### src/rtl/rgmii_tx_pkg.sv
// Shared types and helpers for the RGMII frame transmitter.
// Holds the frame state encoding, the fixed framing bytes and a byte-wide
// reflected CRC-32 update. Assumes data enters the CRC least significant bit first.
package rgmii_tx_pkg;

    typedef enum logic [2:0] {
        ST_IDLE,
        ST_PRE,
        ST_SFD,
        ST_DATA,
        ST_PAD,
        ST_FCS,
        ST_GAP
    } tx_state_e;

    localparam logic [7:0]  PREAMBLE_BYTE = 8'h55;
    localparam logic [7:0]  DELIM_BYTE    = 8'hD5;
    localparam logic [31:0] CRC_POLY_REFL = 32'hEDB88320;
    localparam logic [31:0] CRC_SEED      = 32'hFFFFFFFF;
    localparam int          FCS_BYTES     = 4;

    // Advance a reflected CRC-32 register by one byte, LSB first.
    function automatic logic [31:0] crc32_step(input logic [31:0] cur, input logic [7:0] din);
        logic [31:0] r;
        r = cur;
        for (int i = 0; i < 8; i++) begin
            r = (r >> 1) ^ (((r[0] ^ din[i]) == 1'b1) ? CRC_POLY_REFL : 32'h0);
        end
        return r;
    endfunction

endpackage

### src/rtl/rgmii_crc32.sv
// Running CRC-32 register for the frame check sequence.
// Assumes one byte update per enable and a reseed pulse before each frame;
// reseed wins over enable. crc_nxt is the value after absorbing din.
module rgmii_crc32
    import rgmii_tx_pkg::*;
(
    input  logic        clk,
    input  logic        rst_n,
    input  logic        reseed,
    input  logic        en,
    input  logic [7:0]  din,
    output logic [31:0] crc_nxt
);

    logic [31:0] crc_q;

    // Combinational next value for the byte now on the bus.
    always_comb begin
        crc_nxt = crc32_step(crc_q, din);
    end

    // Hold the running remainder between byte slots.
    always_ff @(posedge clk) begin
        if (!rst_n) begin
            crc_q <= CRC_SEED;
        end else if (reseed) begin
            crc_q <= CRC_SEED;
        end else if (en) begin
            crc_q <= crc_nxt;
        end
    end

endmodule

### src/rtl/rgmii_gap_timer.sv
// Counts byte times of idle between frames.
// start loads the count with one (first gap byte under way); tick marks the end
// of each gap byte. done is high once the count has reached the programmed
// length, so a length of zero behaves as one byte time.
module rgmii_gap_timer #(
    parameter int IFG_W = 8
) (
    input  logic             clk,
    input  logic             rst_n,
    input  logic             start,
    input  logic             tick,
    input  logic [IFG_W-1:0] ifg_len,
    output logic             done
);

    logic [IFG_W-1:0] gcnt_q;

    // Gap is over once the count has caught up with the programmed length.
    always_comb begin
        done = (gcnt_q >= ifg_len);
    end

    // Load on gap entry, advance once per finished gap byte.
    always_ff @(posedge clk) begin
        if (!rst_n) begin
            gcnt_q <= '0;
        end else if (start) begin
            gcnt_q <= IFG_W'(1);
        end else if (tick && !done) begin
            gcnt_q <= gcnt_q + IFG_W'(1);
        end
    end

endmodule

### src/rtl/rgmii_tx_fsm.sv
// Byte-level frame sequencer.
// All decisions happen at the end of a byte slot (ph high). byte_q holds the
// byte now being serialised. Assumes the source keeps s_valid high for every
// payload byte once a frame has started; s_ready pulses once per byte slot.
module rgmii_tx_fsm
    import rgmii_tx_pkg::*;
#(
    parameter int PRE_BYTES   = 7,
    parameter int MIN_PAYLOAD = 60
) (
    input  logic        clk,
    input  logic        rst_n,
    input  logic        ph,
    input  logic        s_valid,
    input  logic [7:0]  s_data,
    input  logic        s_last,
    input  logic [31:0] crc_nxt,
    input  logic        gap_done,
    output tx_state_e   state,
    output logic [7:0]  byte_q,
    output logic        s_ready,
    output logic        crc_reseed,
    output logic        crc_en,
    output logic        gap_start,
    output logic        gap_tick
);

    localparam int CNT_MAX = (MIN_PAYLOAD > PRE_BYTES) ? MIN_PAYLOAD : PRE_BYTES;
    localparam int CNT_W   = $clog2(CNT_MAX + FCS_BYTES + 1);
    localparam logic [CNT_W-1:0] PRE_LAST = CNT_W'(PRE_BYTES - 1);
    localparam logic [CNT_W-1:0] PAY_LAST = CNT_W'(MIN_PAYLOAD - 1);
    localparam logic [CNT_W-1:0] FCS_LAST = CNT_W'(FCS_BYTES - 1);

    tx_state_e        st_q;
    logic [CNT_W-1:0] cnt_q;
    logic             last_q;
    logic [31:0]      fcs_q;

    assign state = st_q;

    // Strobes to the source, CRC and gap timer, all at byte boundaries.
    always_comb begin
        s_ready    = ph && ((st_q == ST_SFD) || ((st_q == ST_DATA) && !last_q));
        crc_reseed = ph && (st_q == ST_SFD);
        crc_en     = ph && ((st_q == ST_DATA) || (st_q == ST_PAD));
        gap_start  = ph && (st_q == ST_FCS) && (cnt_q == FCS_LAST);
        gap_tick   = ph && (st_q == ST_GAP);
    end

    // Frame sequencing: preamble, delimiter, payload, padding, FCS, gap.
    always_ff @(posedge clk) begin
        if (!rst_n) begin
            st_q   <= ST_IDLE;
            cnt_q  <= '0;
            byte_q <= '0;
            last_q <= 1'b0;
            fcs_q  <= '0;
        end else if (ph) begin
            case (st_q)
                ST_IDLE: begin
                    if (s_valid) begin
                        st_q   <= ST_PRE;
                        byte_q <= PREAMBLE_BYTE;
                        cnt_q  <= '0;
                    end
                end
                ST_PRE: begin
                    if (cnt_q == PRE_LAST) begin
                        st_q   <= ST_SFD;
                        byte_q <= DELIM_BYTE;
                    end else begin
                        cnt_q <= cnt_q + CNT_W'(1);
                    end
                end
                ST_SFD: begin
                    st_q   <= ST_DATA;
                    byte_q <= s_data;
                    last_q <= s_last;
                    cnt_q  <= '0;
                end
                ST_DATA: begin
                    if (last_q) begin
                        if (cnt_q < PAY_LAST) begin
                            st_q   <= ST_PAD;
                            byte_q <= 8'h00;
                            cnt_q  <= cnt_q + CNT_W'(1);
                        end else begin
                            st_q   <= ST_FCS;
                            fcs_q  <= ~crc_nxt;
                            byte_q <= ~crc_nxt[7:0];
                            cnt_q  <= '0;
                        end
                    end else begin
                        byte_q <= s_data;
                        last_q <= s_last;
                        if (cnt_q < PAY_LAST) begin
                            cnt_q <= cnt_q + CNT_W'(1);
                        end
                    end
                end
                ST_PAD: begin
                    if (cnt_q == PAY_LAST) begin
                        st_q   <= ST_FCS;
                        fcs_q  <= ~crc_nxt;
                        byte_q <= ~crc_nxt[7:0];
                        cnt_q  <= '0;
                    end else begin
                        byte_q <= 8'h00;
                        cnt_q  <= cnt_q + CNT_W'(1);
                    end
                end
                ST_FCS: begin
                    if (cnt_q == FCS_LAST) begin
                        st_q   <= ST_GAP;
                        byte_q <= 8'h00;
                        last_q <= 1'b0;
                    end else begin
                        byte_q <= fcs_q[15:8];
                        fcs_q  <= fcs_q >> 8;
                        cnt_q  <= cnt_q + CNT_W'(1);
                    end
                end
                ST_GAP: begin
                    if (gap_done) begin
                        if (s_valid) begin
                            st_q   <= ST_PRE;
                            byte_q <= PREAMBLE_BYTE;
                            cnt_q  <= '0;
                        end else begin
                            st_q <= ST_IDLE;
                        end
                    end
                end
                default: st_q <= ST_IDLE;
            endcase
        end
    end

endmodule

### src/rtl/rgmii_frame_tx.sv
// RGMII gigabit frame transmitter, nibble-rate model.
// One clk cycle per transmit-clock edge: the low nibble of each byte goes out
// while tx_clk_hi is 1, the high nibble while it is 0. Assumes clk runs at
// twice the transmit clock and that DDR output cells follow this block.
module rgmii_frame_tx
    import rgmii_tx_pkg::*;
#(
    parameter int PRE_BYTES   = 7,
    parameter int MIN_PAYLOAD = 60,
    parameter int IFG_W       = 8
) (
    input  logic             clk,
    input  logic             rst_n,
    input  logic [7:0]       s_data,
    input  logic             s_valid,
    input  logic             s_last,
    output logic             s_ready,
    input  logic [IFG_W-1:0] ifg_bytes,
    output logic [3:0]       txd,
    output logic             tx_ctl,
    output logic             tx_clk_hi
);

    logic        ph_q;
    tx_state_e   state;
    logic [7:0]  cur_byte;
    logic [31:0] crc_nxt;
    logic        crc_reseed;
    logic        crc_en;
    logic        gap_start;
    logic        gap_tick;
    logic        gap_done;
    logic        active;

    // Half-slot phase: 0 = first nibble, 1 = second nibble of a byte.
    always_ff @(posedge clk) begin
        if (!rst_n) begin
            ph_q <= 1'b0;
        end else begin
            ph_q <= ~ph_q;
        end
    end

    rgmii_tx_fsm #(
        .PRE_BYTES  (PRE_BYTES),
        .MIN_PAYLOAD(MIN_PAYLOAD)
    ) i_fsm (
        .clk       (clk),
        .rst_n     (rst_n),
        .ph        (ph_q),
        .s_valid   (s_valid),
        .s_data    (s_data),
        .s_last    (s_last),
        .crc_nxt   (crc_nxt),
        .gap_done  (gap_done),
        .state     (state),
        .byte_q    (cur_byte),
        .s_ready   (s_ready),
        .crc_reseed(crc_reseed),
        .crc_en    (crc_en),
        .gap_start (gap_start),
        .gap_tick  (gap_tick)
    );

    rgmii_crc32 i_crc (
        .clk    (clk),
        .rst_n  (rst_n),
        .reseed (crc_reseed),
        .en     (crc_en),
        .din    (cur_byte),
        .crc_nxt(crc_nxt)
    );

    rgmii_gap_timer #(
        .IFG_W(IFG_W)
    ) i_gap (
        .clk    (clk),
        .rst_n  (rst_n),
        .start  (gap_start),
        .tick   (gap_tick),
        .ifg_len(ifg_bytes),
        .done   (gap_done)
    );

    // Bus drive: nibble select by phase, zero and control low outside a frame.
    always_comb begin
        active    = (state != ST_IDLE) && (state != ST_GAP);
        tx_ctl    = active;
        tx_clk_hi = ~ph_q;
        if (active) begin
            txd = ph_q ? cur_byte[7:4] : cur_byte[3:0];
        end else begin
            txd = 4'h0;
        end
    end

endmodule

### config.mk
export PLATFORM = sky130hd
export DESIGN_NAME = rgmii_frame_tx
export DESIGN_NICKNAME = d
export VERILOG_FILES = /design/src/rtl/rgmii_tx_pkg.sv /design/src/rtl/rgmii_crc32.sv /design/src/rtl/rgmii_gap_timer.sv /design/src/rtl/rgmii_tx_fsm.sv /design/src/rtl/rgmii_frame_tx.sv
export SDC_FILE = /design/constraint.sdc
export NUM_CORES = 1
export LEC_CHECK = 0
export BUFFER_PORTS_ARGS = -buffer_cell sky130_fd_sc_hd__buf_4
export CAP_MARGIN = 40
export CORE_MARGIN = 8
export CORE_UTILIZATION = 45
export DETAILED_ROUTE_END_ITERATION = 8
export GPL_ROUTABILITY_DRIVEN = 0
export SLEW_MARGIN = 40
export SYNTH_ARGS = -nofsm -noshare
export SYNTH_HDL_FRONTEND = slang
export SYNTH_SLANG_ARGS = --single-unit
### constraint.sdc
create_clock -name clk -period 2.5 [get_ports clk]
set_input_delay 0.125 -clock clk [delete_from_list [all_inputs] [get_ports clk]]
set_output_delay 0.125 -clock clk [all_outputs]
set_load 0.02 [all_outputs]
==> results.cfg <==
[layout]
seq_area_um2 = 1680
drive_above_1_share = 0.153
multiInputGateArea_um2 = 3040
final_core_util = 0.522
nets = 631
postLayoutCellArea_um2 = 5590
area_growth_pct = 14.3
diodes = 0
nFillCells = 1047

[worst_setup_path]
r2r_cells = 6
crit_type = flip-flop to flip-flop
crit_fanout = 31
regToRegSetupSlack_ns = 0.20
rr_endpoint = i_fsm.fcs_q[11]
cp.arrival_ns = 2.58
r2r_start = i_fsm.state[1]
endpoint_kind = flip-flop
start_kind = flip-flop
worstPathRequired_ns = 2.78

[timing]
clock.fmax_mhz = 434
drv_slew = 0
finalCriticalPeriod_ns = 2.30
setup_viol = 0
worstMarginPinSlew_ns = 0.788
finalCritPeriodShare = 0.921
setup_slack_ns = 0.197
relSlewSlack = 0.474
skew_ns = 0.0132
hold_viol = 0

[clock_network]
cts_root_buf = clkbuf_8
h-tree-depth = 3
clock_latency_ns = 0.36
cts.repair.resized = 0
post-cts-setup-buffers = 0
cts_buffers = 9
clockBufferDepth = 2
cts_hold_buf = 0
clk_pin_slew_ns = 0.10
cts_tree = yes
cts.sinks = 84

[drt]
first_pass_iters = 4
antenna_left = 0
wire_per_inst_um = 17.6
routed_wl_um = 13100
vias_per_cell = 5.58
drc = 0
vias = 4149
drt-initial-drc-count = 271

[floorplan]
fp.dieH_um = 120
dieArea_um2 = 14400
core_um2 = 10700
rows = 38
io_pins = 27
die_x_um = 120
start_util = 0.457

[power]
p_sw_frac = 0.310
leakage_nw = 2.31
power_density_nw_per_um2 = 544
p_sw_uw = 942
power_frac_seq = 0.455
p_clk_frac = 0.339
peakVddDrop_uv = 326
intPower_mw = 2.10
p_comb_frac = 0.206

[logic_synthesis]
synth-async-reset-ratio = 0
ys_ff_latch = 84
yosysSeqAreaShare = 0.344
syn_avg_cell_area_um2 = 8.69
synthesis.area_um2 = 4890
synth_edf_count = 0
synthFlopType = dfxtp_1
synth_cells = 562
ys_types = 64
syn_nets = 595
yosysWarnings = 0

[min_path]
hold_end = i_fsm.last_q
hold_depth = 3
min_path_type = input pin to flip-flop
hp-start = s_last

[status]
status = finished clean

[global_route]
busiest_layer = met2
gr-usage-met2 = 0.330
grt_max_degree = 60
grt_util_met3 = 0.0340
grt_pass1_wl_um = 21400
grt_use_met1 = 0.217
grt_antenna_before_repair = 0
grt_pass1_vias = 4182
grt_overflow_total = 0
grt_usage = 0.184

[place]
pre_cts_ws_ns = 0.137
dpl-instance-area_um2 = 5370
port_buffers = 26
dpl.hpwl_um = 9430

[run]
maxCapViolations = 0
[cells in the mapped netlist, types with 5 or more instances]
library cell,instances,area [um2]
and3_1,6,37.5
nand2_1,57,214
or3_1,14,87.6
o31ai_1,5,37.5
dfxtp_1,84,1680
nand4_1,6,37.5
a22oi_1,10,75.1
nor3_1,8,40.0
xnor2_1,41,359
nand3_1,23,115
nand2b_1,6,37.5
o211ai_1,31,233
o21ai_0,28,140
inv_1,15,56.3
xnor2_2,5,81.3
nor2_1,33,124
xor2_1,21,184
a21oi_1,37,185
clkbuf_1,17,63.8
a211oi_1,5,37.5
mux2i_1,20,200
ha_1,13,163
buf_2,6,30.0
[power groups by stage]
stage | clock network, mW | registers, mW | logic [mW]
floorplan | 0 | 1.40 | 0.438
global placement | 0 | 1.41 | 0.621
detailed placement | 0 | 1.41 | 0.624
CTS | 1.06 | 1.38 | 0.629
global route | 1.12 | 1.38 | 0.687
finish | 1.03 | 1.38 | 0.625
[per-stage QoR]
stage	hold WS, ns	total power [mW]	setup TNS (ns)	std cells
after global routing	0.0769	3.19	-0.00432	743
after detailed placement	0.441	2.04	0	727
after global placement	0.436	2.03	0	727
after CTS	0.0556	3.07	0	743
final	0.0772	3.04	0	743
after floorplan	0.288	1.84	0	562
[layer usage]
layer	vias up	wire length, um
met5	-	0
met4	0	98
met3	8	445
met2	55	6690
met1	1980	5820
li1	2106	-
[flip-flops by register name, indices dropped and copies added, names as in the netlist]
signal	count
ph_q	1
i_fsm.state	3
i_crc.crc_q	32
i_fsm.last_q	1
i_fsm.fcs_q	24
i_fsm.cnt_q	7
i_gap.gcnt_q	8
i_fsm.byte_q	8
[layout by cell type, fill, tap and decap left out, drive strengths merged, types with 3 or more instances in the layout]
cell type	instances
a211oi	5
a21boi	3
a21o	4
a21oi	38
a221o	3
a221oi	4
a22oi	10
a31oi	4
and3	6
buf	53
clkbuf	9
clkinv	5
dfxtp	84
ha	13
inv	18
mux2i	20
nand2	57
nand2b	6
nand3	23
nand4	6
nor2	33
nor2b	4
nor3	9
nor3b	3
o211ai	31
o21ai	31
o22ai	3
o31ai	5
o32ai	3
or3	14
xnor2	49
xor2	22
[cells by family (layout without fill, tap and decap cells)]
logic type               count (synthesis)  after routing  share of synthesized area
buffers and inverters                   45             86                     0.0392
XOR/XNOR                                72             72                      0.153
flip-flops                              84             84                      0.344
multiplexers                            20             20                     0.0410
AND/OR/NAND/NOR                        170            170                      0.169
adder cells (fa/ha/maj)                 13             13                     0.0333
AO/OA/AOI/OAI                          158            158                      0.220
[worst max-delay path by stage]
stage                          startpoint         endpoint  slack [ns]  cells after the start
after floorplan           i_gap.gcnt_q[0]  i_gap.gcnt_q[7]        0.30                      8
after global placement    i_gap.gcnt_q[2]  i_gap.gcnt_q[7]        0.19                      7
after detailed placement  i_gap.gcnt_q[2]  i_gap.gcnt_q[7]        0.14                      7
after CTS                 i_gap.gcnt_q[2]  i_gap.gcnt_q[7]        0.11                      7
after global routing      i_gap.gcnt_q[2]  i_gap.gcnt_q[5]      -0.004                      7
final                      i_fsm.state[1]  i_fsm.fcs_q[11]        0.20                      6
[layout make-up]
class	instances	share of cell area
clock inverter	7	0.0146
multi-input combinational	433	0.544
timing repair buffer	53	0.0757
clock buffer	9	0.0222
tap	140	0.0314
sequential	84	0.301
inverter	17	0.0114
[critical path, stage by stage, from the launching register on]
cell and delay, ns:
dfxtp_1 0.64, nand4b_1 0.21, nor3_2 0.33, o211ai_1 0.22, buf_12 0.21, or3_1 0.43
a21oi_1 0.19
Note: power is estimated with default switching activity, not from simulation.
